$ cat config.mk
export PLATFORM = sky130hd
export DESIGN_NAME = nib_alu
export DESIGN_NICKNAME = d
export VERILOG_FILES = /design/src/rtl/nib_alu_pkg.sv /design/src/rtl/nib_arith_unit.sv /design/src/rtl/nib_logic_unit.sv /design/src/rtl/nib_out_stage.sv /design/src/rtl/nib_alu.sv
export SDC_FILE = /design/constraint.sdc
export NUM_CORES = 1
export LEC_CHECK = 0
export ABC_AREA = 0
export CAP_MARGIN = 0
export CELL_PAD_IN_SITES_DETAIL_PLACEMENT = 0
export CELL_PAD_IN_SITES_GLOBAL_PLACEMENT = 1
export CORE_AREA = 2 2 55 57
export DETAILED_ROUTE_END_ITERATION = 8
export DIE_AREA = 0 0 57 59
export GPL_ROUTABILITY_DRIVEN = 0
export PLACE_DENSITY = 0.89
export SETUP_SLACK_MARGIN = 0.2
export SLEW_MARGIN = 20
export SYNTH_ARGS = -nofsm -noshare
export SYNTH_HDL_FRONTEND = slang
export SYNTH_HIERARCHICAL = 1
export SYNTH_SLANG_ARGS = --single-unit
$ cat constraint.sdc
create_clock -name clk -period 1.1 [get_ports clk]
set_input_delay 0.22 -clock clk [delete_from_list [all_inputs] [get_ports clk]]
set_output_delay 0.22 -clock clk [all_outputs]
set_load 0.05 [all_outputs]
$ cat src/rtl/nib_alu_pkg.sv
package nib_alu_pkg;
  typedef enum logic [1:0] {
    AR_ADD = 2'b00,
    AR_SUB = 2'b01,
    AR_SHL = 2'b10,
    AR_SAR = 2'b11
  } arith_op_e;

  typedef enum logic [1:0] {
    LG_AND  = 2'b00,
    LG_OR   = 2'b01,
    LG_XOR  = 2'b10,
    LG_XNOR = 2'b11
  } logic_op_e;
endpackage

$ cat src/rtl/nib_arith_unit.sv
module nib_arith_unit
  import nib_alu_pkg::*;
#(
  parameter int W = 4
) (
  input  logic [W-1:0] a,
  input  logic [W-1:0] b,
  input  arith_op_e    op,
  output logic [W-1:0] y,
  output logic         co
);
  localparam int SW = W + 1;

  logic [W-1:0]  b_eff;
  logic          cin;
  logic [SW-1:0] sum;

  // one shared adder: subtraction is A + ~B + 1, carry-out means no borrow
  always_comb begin
    cin   = (op == AR_SUB);
    b_eff = cin ? ~b : b;
    sum   = {1'b0, a} + {1'b0, b_eff} + {{W{1'b0}}, cin};
  end

  always_comb begin
    y  = '0;
    co = 1'b0;
    unique case (op)
      AR_ADD, AR_SUB: begin
        y  = sum[W-1:0];
        co = sum[W];
      end
      AR_SHL: y = {a[W-2:0], 1'b0};
      AR_SAR: y = {a[W-1], a[W-1:1]};
      default: y = '0;
    endcase
  end
endmodule

$ cat src/rtl/nib_logic_unit.sv
module nib_logic_unit
  import nib_alu_pkg::*;
#(
  parameter int W = 4
) (
  input  logic [W-1:0] a,
  input  logic [W-1:0] b,
  input  logic         inv_a,
  input  logic         inv_b,
  input  logic_op_e    op,
  output logic [W-1:0] y
);
  // one slice per bit: optional operand inversion, then the four functions
  for (genvar i = 0; i < W; i++) begin : g_bit
    logic ai, bi;
    assign ai = a[i] ^ inv_a;
    assign bi = b[i] ^ inv_b;
    always_comb begin
      unique case (op)
        LG_AND:  y[i] = ai & bi;
        LG_OR:   y[i] = ai | bi;
        LG_XOR:  y[i] = ai ^ bi;
        LG_XNOR: y[i] = ~(ai ^ bi);
        default: y[i] = 1'b0;
      endcase
    end
  end
endmodule

$ cat src/rtl/nib_out_stage.sv
module nib_out_stage #(
  parameter int W       = 4,
  parameter bit REG_OUT = 1'b1
) (
  input  logic         clk,
  input  logic         rst_n,
  input  logic [W-1:0] y_nxt,
  input  logic         c_nxt,
  input  logic         z_nxt,
  output logic [W-1:0] res,
  output logic         carry,
  output logic         zero
);
  if (REG_OUT) begin : g_reg
    logic [W-1:0] res_q;
    logic         carry_q, zero_q;
    always_ff @(posedge clk or negedge rst_n) begin
      if (!rst_n) begin
        res_q   <= '0;
        carry_q <= 1'b0;
        zero_q  <= 1'b1;
      end else begin
        res_q   <= y_nxt;
        carry_q <= c_nxt;
        zero_q  <= z_nxt;
      end
    end
    assign res   = res_q;
    assign carry = carry_q;
    assign zero  = zero_q;
  end else begin : g_comb
    logic unused_clk;
    assign unused_clk = clk ^ rst_n;
    assign res   = y_nxt;
    assign carry = c_nxt;
    assign zero  = z_nxt;
  end
endmodule

$ cat src/rtl/nib_alu.sv
module nib_alu
  import nib_alu_pkg::*;
#(
  parameter int W       = 4,
  parameter bit REG_OUT = 1'b1
) (
  input  logic         clk,
  input  logic         rst_n,
  input  logic [W-1:0] opa,
  input  logic [W-1:0] opb,
  input  logic [1:0]   arith_sel,
  input  logic [1:0]   logic_sel,
  input  logic         grp_logic,
  input  logic         inv_a,
  input  logic         inv_b,
  input  logic         inv_y,
  output logic [W-1:0] res,
  output logic         carry,
  output logic         zero
);
  logic [W-1:0] ar_y, lg_y, sel_y, y_nxt;
  logic         ar_co, c_nxt, z_nxt;
  arith_op_e    ar_op;
  logic_op_e    lg_op;

  assign ar_op = arith_op_e'(arith_sel);
  assign lg_op = logic_op_e'(logic_sel);

  nib_arith_unit #(.W(W)) u_arith (
    .a(opa), .b(opb), .op(ar_op), .y(ar_y), .co(ar_co)
  );

  nib_logic_unit #(.W(W)) u_logic (
    .a(opa), .b(opb), .inv_a(inv_a), .inv_b(inv_b), .op(lg_op), .y(lg_y)
  );

  // next-state: group choice, output inversion, flags
  always_comb begin
    sel_y = grp_logic ? lg_y : ar_y;
    c_nxt = grp_logic ? 1'b0 : ar_co;
    y_nxt = inv_y ? ~sel_y : sel_y;
    z_nxt = (y_nxt == '0);
  end

  nib_out_stage #(.W(W), .REG_OUT(REG_OUT)) u_out (
    .clk(clk), .rst_n(rst_n), .y_nxt(y_nxt), .c_nxt(c_nxt), .z_nxt(z_nxt),
    .res(res), .carry(carry), .zero(zero)
  );

  // subtract carry agrees with an unsigned compare of the operands
  p_sub_nob_r2: assert property (@(posedge clk) disable iff (!rst_n)
    (ar_op == AR_SUB) |-> (ar_co == (opa >= opb)));

  // shifts never produce a carry
  p_shift_nocy_r3: assert property (@(posedge clk) disable iff (!rst_n)
    (!grp_logic && arith_sel[1]) |-> (c_nxt == 1'b0));

  // arithmetic right shift keeps the sign bit
  p_sar_sign_r3: assert property (@(posedge clk) disable iff (!rst_n)
    (ar_op == AR_SAR) |-> (ar_y[W-1] == opa[W-1]));

  // logic group never produces a carry
  p_logic_nocy_r4: assert property (@(posedge clk) disable iff (!rst_n)
    grp_logic |-> (c_nxt == 1'b0));

  // zero flag agrees with the visible result
  p_zero_match_r7: assert property (@(posedge clk) disable iff (!rst_n)
    zero == (res == '0));
endmodule

==> results.json, run 1 <==
{
  "routed_via_density": 4.84,
  "yosysSeqAreaShare": 0.144,
  "critPathLaunch": "arith_sel[1]",
  "synth_largest_type_area_fraction": 0.143,
  "synth_edf_count": 0,
  "setup_ws_ns": -0.851,
  "required_ns": 1.25,
  "startpoint_type": "primary input",
  "violations": "setup timing",
  "setup_violations": 7,
  "dpl.hpwl_mm": 2.06,
  "diodes": 0,
  "htreeDepth": 1,
  "regArea_um2": 151,
  "post-route-util": 0.656,
  "die_w_um": 57,
  "port_buffers": 23,
  "worst_ir_drop_vdd_mv": 0.890,
  "cts_tree": "done",
  "antenna_found_initial": 0,
  "worstSetupPathType": "in2reg",
  "tightestPinTransition_ns": 0.336,
  "start_util": 0.387,
  "first_pass_iters": 4,
  "post-route-cell-area_um2": 1780,
  "rsz0062_at_grt": "true",
  "clockBufferDepth": 2,
  "leakagePower_nw": 0.854,
  "slew_headroom": 0.774,
  "synthToLayoutAreaGrowth_pct": 69.2,
  "slew_violations": 0,
  "finalHoldViolCount": 0,
  "fin_hold_ws_ns": 0.210,
  "num-nets-final": 202,
  "std_cell_rows": 19,
  "cts_hold_buf": 0,
  "grt_pass1_wl_mm": 4.28,
  "multi_input_area_um2": 971,
  "max_freq_mhz": 513,
  "maxCapViolations": 0,
  "yosys-top-cells-area": "ha_1 14%, xnor2_1 14%, dfrtp_1 12%",
  "period_share": 1.77,
  "use_met3": 0.0131,
  "synth_seq_cells": 6,
  "synth_top_area_cell": "ha_1",
  "ant_nets": 0,
  "timing.final.crit_period_ns": 1.95,
  "overflow": 0,
  "die_h_um": 59,
  "gr-max-usage-layer": "met2",
  "syn-instance-count": 115,
  "track_usage": 0.161,
  "grt_pass1_vias": 996,
  "timing.critical_path.to_type": "flip-flop",
  "stdcell_count": 201,
  "coreArea_um2": 2710,
  "dieArea_um2": 3360,
  "fillers": 225,
  "clk_transition_reported_paths_ns": 0.05,
  "syn_avg_cell_area_um2": 9.13,
  "clockRootBuffer": "clkbuf_4",
  "ys_warn_count": 6,
  "placed_area_um2": 1560,
  "grt_max_degree": 10,
  "avgRoutedWirePerCell_um": 12.6,
  "clock_sinks": 6,
  "hp-class": "in2async",
  "wirelength_mm": 2.53,
  "numCtsBuffers": 3,
  "yosys.cell_types.count": 29,
  "cp_max_fo": 4,
  "synth_nets": 146,
  "p_per_area_nw_per_um2": 994,
  "syn_area_um2": 1050,
  "ios": 24,
  "grt.met2_usage": 0.338,
  "drt_iter0_drc": 12,
  "vias": 972,
  "met1_usage": 0.168,
  "drive_gt1_frac": 0.547,
  "drc": 0,
  "async_reset_ff_frac": 1.00,
  "dp.cells": 189,
  "status": "finished, violations left",
  "synthFlopType": "dfrtp_1",
  "cp.arrival_ns": 2.10
}
cells in the final DEF (no fill, tap or decap), types with 3 or more instances in the layout:
master | netlist | final
a21oi_2 | 4 | 6
and3_1 | 5 | 4
buf_12 | 0 | 6
buf_2 | 4 | 5
buf_4 | 0 | 30
buf_6 | 3 | 7
clkbuf_4 | 0 | 3
clkdlybuf4s50_1 | 0 | 4
dfrtp_1 | 5 | 5
dlygate4sd2_1 | 0 | 3
ha_1 | 12 | 8
ha_4 | 0 | 3
inv_1 | 11 | 11
mux2i_1 | 8 | 7
nand2_1 | 3 | 3
nand3_1 | 3 | 3
nor2b_1 | 4 | 3
nor2b_4 | 4 | 5
nor3_1 | 4 | 3
nor3_2 | 4 | 5
xnor2_1 | 17 | 8
xnor2_2 | 0 | 8
xor2_1 | 4 | 3
per-layer routing:
metal	part of all wire	vias to the layer above
met1	0.40	455
met3	0.026	0
li1	-	496
met4	0	0
met5	0	-
met2	0.57	21
cell type report:
cell class | instances | area share
Sequential cell | 6 | 0.0852
Clock buffer | 4 | 0.0148
Inverter | 11 | 0.0232
Timing Repair Buffer | 58 | 0.308
Tap cell | 31 | 0.0218
Multi-Input combinational cell | 91 | 0.546
critical path: stages:
cell and delay [ns]:
buf_6 0.09, nand2b_4 0.18, xnor2_4 0.16, ha_4 0.29
a21oi_2 0.08, and3_1 0.16, a311oi_2 0.26, o311a_1 0.27
and3_4 0.19, nor3_2 0.05, nor4_2 0.15
sequential cells by signal, indices dropped and copies added, names as in the netlist:
name         cells
u_out/res        4
u_out/carry      1
u_out/zero       1
per-stage QoR:
stage / setup WS, ns / total power (W) / setup TNS (ns)
detailed placement: -1.52 / 0.00139 / -7.23
global placement: -1.38 / 0.00136 / -6.83
global route: -0.950 / 0.00189 / -4.23
finish: -0.851 / 0.00177 / -3.72
CTS: -0.942 / 0.00176 / -3.44
floorplan: -0.901 / 0.000916 / -3.67
worst max path at each step:
stage | to | depth (start not counted)
5_1_grt | u_out/zero$_DFF_PN1_ | 11
4_1_cts | u_out/zero$_DFF_PN1_ | 12
3_5_place_dp | u_out/zero$_DFF_PN1_ | 9
3_3_place_gp | u_out/zero$_DFF_PN1_ | 11
2_1_floorplan | u_out/zero$_DFF_PN1_ | 11
6_report | u_out/zero$_DFF_PN1_ | 11
cell families (layout without fill, tap and decap cells):
family                   count (synthesis)  after routing  share of synthesized area
multiplexers                             8              8                     0.0763
AO/OA/AOI/OAI                           12             12                     0.0953
AND/OR/NAND/NOR                         37             37                      0.256
adder cells (fa/ha/maj)                 13             13                      0.162
buffers and inverters                   18             73                     0.0906
XOR/XNOR                                21             21                      0.175
flip-flops                               6              6                      0.144
synthesized netlist by cell type (4+ instances only):
cell and n:
dfrtp_1 5, nor2b_4 4, inv_1 11, nor3_2 4, and3_1 5, nor2b_1 4
a21oi_2 4, buf_2 4, xor2_1 4, mux2i_1 8, ha_1 12, xnor2_1 17
nor3_1 4
where the power goes:
group	internal [W]	switching [W]
combinational	0.000679	0.000565
sequential	0.000268	0.0000362
clock	0.000137	0.0000809
repair_timing:
item | in CTS | in global routing
gates resized for setup | 65 | 2
setup buffers | 6 | 2
pin swaps | 24 | 13
endpoints found under the setup margin | 12 | 12
Note: power is estimated with default switching activity, not from simulation.
==> run 2: changes to the inputs <==
--- a/config.mk
+++ b/config.mk
@@ -10,9 +10,11 @@
 export CELL_PAD_IN_SITES_DETAIL_PLACEMENT = 0
 export CELL_PAD_IN_SITES_GLOBAL_PLACEMENT = 1
 export CORE_AREA = 2 2 55 57
+export CTS_CLUSTER_SIZE = 12
 export DETAILED_ROUTE_END_ITERATION = 8
 export DIE_AREA = 0 0 57 59
 export GPL_ROUTABILITY_DRIVEN = 0
+export MAX_ROUTING_LAYER = met4
 export PLACE_DENSITY = 0.89
 export SETUP_SLACK_MARGIN = 0.2
 export SLEW_MARGIN = 20
==> results of run 2 <==
No change in the layout: final DEF, timing and power equal those of run 1.
Among the figures that moved: overall routing resource usage 0.161 -> 0.165
==> run 3: changes to the inputs <==
==> constraint.sdc (replaced) <==
create_clock -name clk -period 2.5 [get_ports clk]
set_input_delay 0.5 -clock clk [delete_from_list [all_inputs] [get_ports clk]]
set_output_delay 0.5 -clock clk [all_outputs]
set_load 0.05 [all_outputs]
==> run 3 against run 2 <==
The run now ends clean; critical path depth is the same; global-route usage shrank 0.98 points; first-iteration DRC count shrank 8.3%; via count shrank 2.0%; clock-buffer cell count is the same; worst setup slack gained 1.1 ns; final cell count shrank 4.5%; wire length shrank 3.6%.
==> results.json, run 3 (synthesis results as in run 1) <==
{
  "status": "finished clean",
  "grt_max_degree": 11,
  "crit_cells": 11,
  "routed_via_density": 4.96,
  "path_buf_inv": 2,
  "required_ns": 2.65,
  "drive_gt1_frac": 0.472,
  "p_comb_frac": 0.694,
  "layout_common_cells": "23 x buf_4, 11 x inv_1, 10 x clkdlybuf4s50_1, 10 x ha_1",
  "die_h_um": 59,
  "clock_sinks": 6,
  "clockBufferDepth": 2,
  "finalHoldViolCount": 0,
  "post-route-cell-area_um2": 1660,
  "fin_hold_ws_ns": 0.487,
  "avgRoutedWirePerCell_um": 12.7,
  "htreeDepth": 1,
  "largest_reg_flops": 4,
  "placed_area_um2": 1430,
  "start_util": 0.387,
  "std_cell_rows": 19,
  "layout_commonest_cell": "buf_4",
  "track_usage": 0.156,
  "worst_ir_drop_vdd_mv": 0.394,
  "port_buffers": 23,
  "diodes": 0,
  "grt_pass1_vias": 989,
  "hp-class": "in2async",
  "finalPower_w": 0.000707,
  "setup_ws_ns": 0.262,
  "first_pass_iters": 4,
  "cp.arrival_ns": 2.39,
  "num-nets-final": 193,
  "worstSetupPathType": "in2reg",
  "dpl_worst_slack_ns": -0.349,
  "leakagePower_nw": 0.790,
  "rsz0062_at_grt": "false",
  "grt_pass1_wl_mm": 4.04,
  "wirelength_mm": 2.44,
  "dieArea_um2": 3360,
  "cp_max_fo": 4,
  "overflow": 0,
  "timing.final.crit_period_ns": 2.24,
  "slowest_delay_ns": 0.35,
  "clk_transition_reported_paths_ns": 0.05,
  "path_cells": "buf_6 > nand2b_4 > buf_4 > o21a_4 > fa_2 > xnor2_1 > nor2_1 > a21oi_2 > and3_1 > nor3_1 > nor4_2",
  "maxCapViolations": 0,
  "pwr-share-seq": 0.172,
  "max_freq_mhz": 447,
  "p_sw_frac": 0.408,
  "p_int_w": 0.000419,
  "ant_nets": 0,
  "p_per_area_nw_per_um2": 426,
  "cp_top_family": "simple AND/OR/NAND/NOR gates",
  "synthToLayoutAreaGrowth_pct": 58.2,
  "power_frac_clock": 0.134,
  "numCtsBuffers": 3,
  "setup_violations": 0,
  "vias": 953,
  "startpoint_type": "primary input",
  "dpl.hpwl_mm": 1.99,
  "die_w_um": 57,
  "drc": 0,
  "clockRootBuffer": "clkbuf_4",
  "drt_iter0_drc": 11,
  "ios": 24,
  "tightestPinTransition_ns": 0.625,
  "slew_violations": 0,
  "setup_tns_ns": 0,
  "timing.critical_path.to_type": "flip-flop",
  "slew_headroom": 0.579,
  "period_share": 0.895,
  "antenna_found_initial": 0,
  "cp_slowest_cell": "fa_2",
  "cts_tree": "done",
  "switchingPower_w": 0.000289,
  "coreArea_um2": 2710
}
run 3: cell type report:
type	count	area, um2
Clock buffer	4	26.3
Sequential cell	6	151
Tap cell	31	38.8
Timing Repair Buffer	49	409
Inverter	11	41.3
Multi-Input combinational cell	91	993
Fill cell	232	1050
run 3: worst max-delay path by stage:
| stage | startpoint | to | slack [ns] |
|---|---|---|---|
| floorplan | arith_sel[1] | u_out/zero$_DFF_PN1_ | 0.21 |
| global placement | inv_b | u_out/zero$_DFF_PN1_ | -0.27 |
| detailed placement | inv_b | u_out/zero$_DFF_PN1_ | -0.35 |
| CTS | arith_sel[1] | u_out/zero$_DFF_PN1_ | 0.19 |
| global route | opa[2] | u_out/zero$_DFF_PN1_ | 0.15 |
| finish | arith_sel[1] | u_out/zero$_DFF_PN1_ | 0.26 |
run 3: timing repair:
| action | 4_1_cts | 5_1_grt |
|---|---|---|
| pin swaps | 13 | 13 |
| hold buffers | 0 | 0 |
| setup buffers | 4 | 2 |
| endpoints found under the setup margin | 4 | 1 |
| gates resized for setup | 39 | 21 |
| hold endpoints to repair | 0 | 0 |
| cloned | 0 | 0 |
run 3: power by group through the flow:
stage | combinational, W | sequential (W) | clock, W
2_1_floorplan | 0.000206 | 0.000192 | 0
3_3_place_gp | 0.000409 | 0.000123 | 0
3_5_place_dp | 0.000422 | 0.000124 | 0
4_1_cts | 0.000460 | 0.000122 | 0.0000994
5_1_grt | 0.000526 | 0.000124 | 0.000103
6_report | 0.000491 | 0.000122 | 0.0000948
run 3: metal layers:
layer	part of all wire	track usage	up-vias
li1	-	-	472
met1	0.35	0.145	440
met2	0.57	0.323	32
met3	0.047	0.0218	9
met4	0.025	0.0465	0
met5	0	-	-
run 3: per-stage QoR:
stage / std cells / util
final: 192 / 0.613
after global routing: 192 / 0.613
after CTS: 190 / 0.584
after detailed placement: 182 / 0.526
after global placement: 182 / 0.526
after floorplan: 115 / -
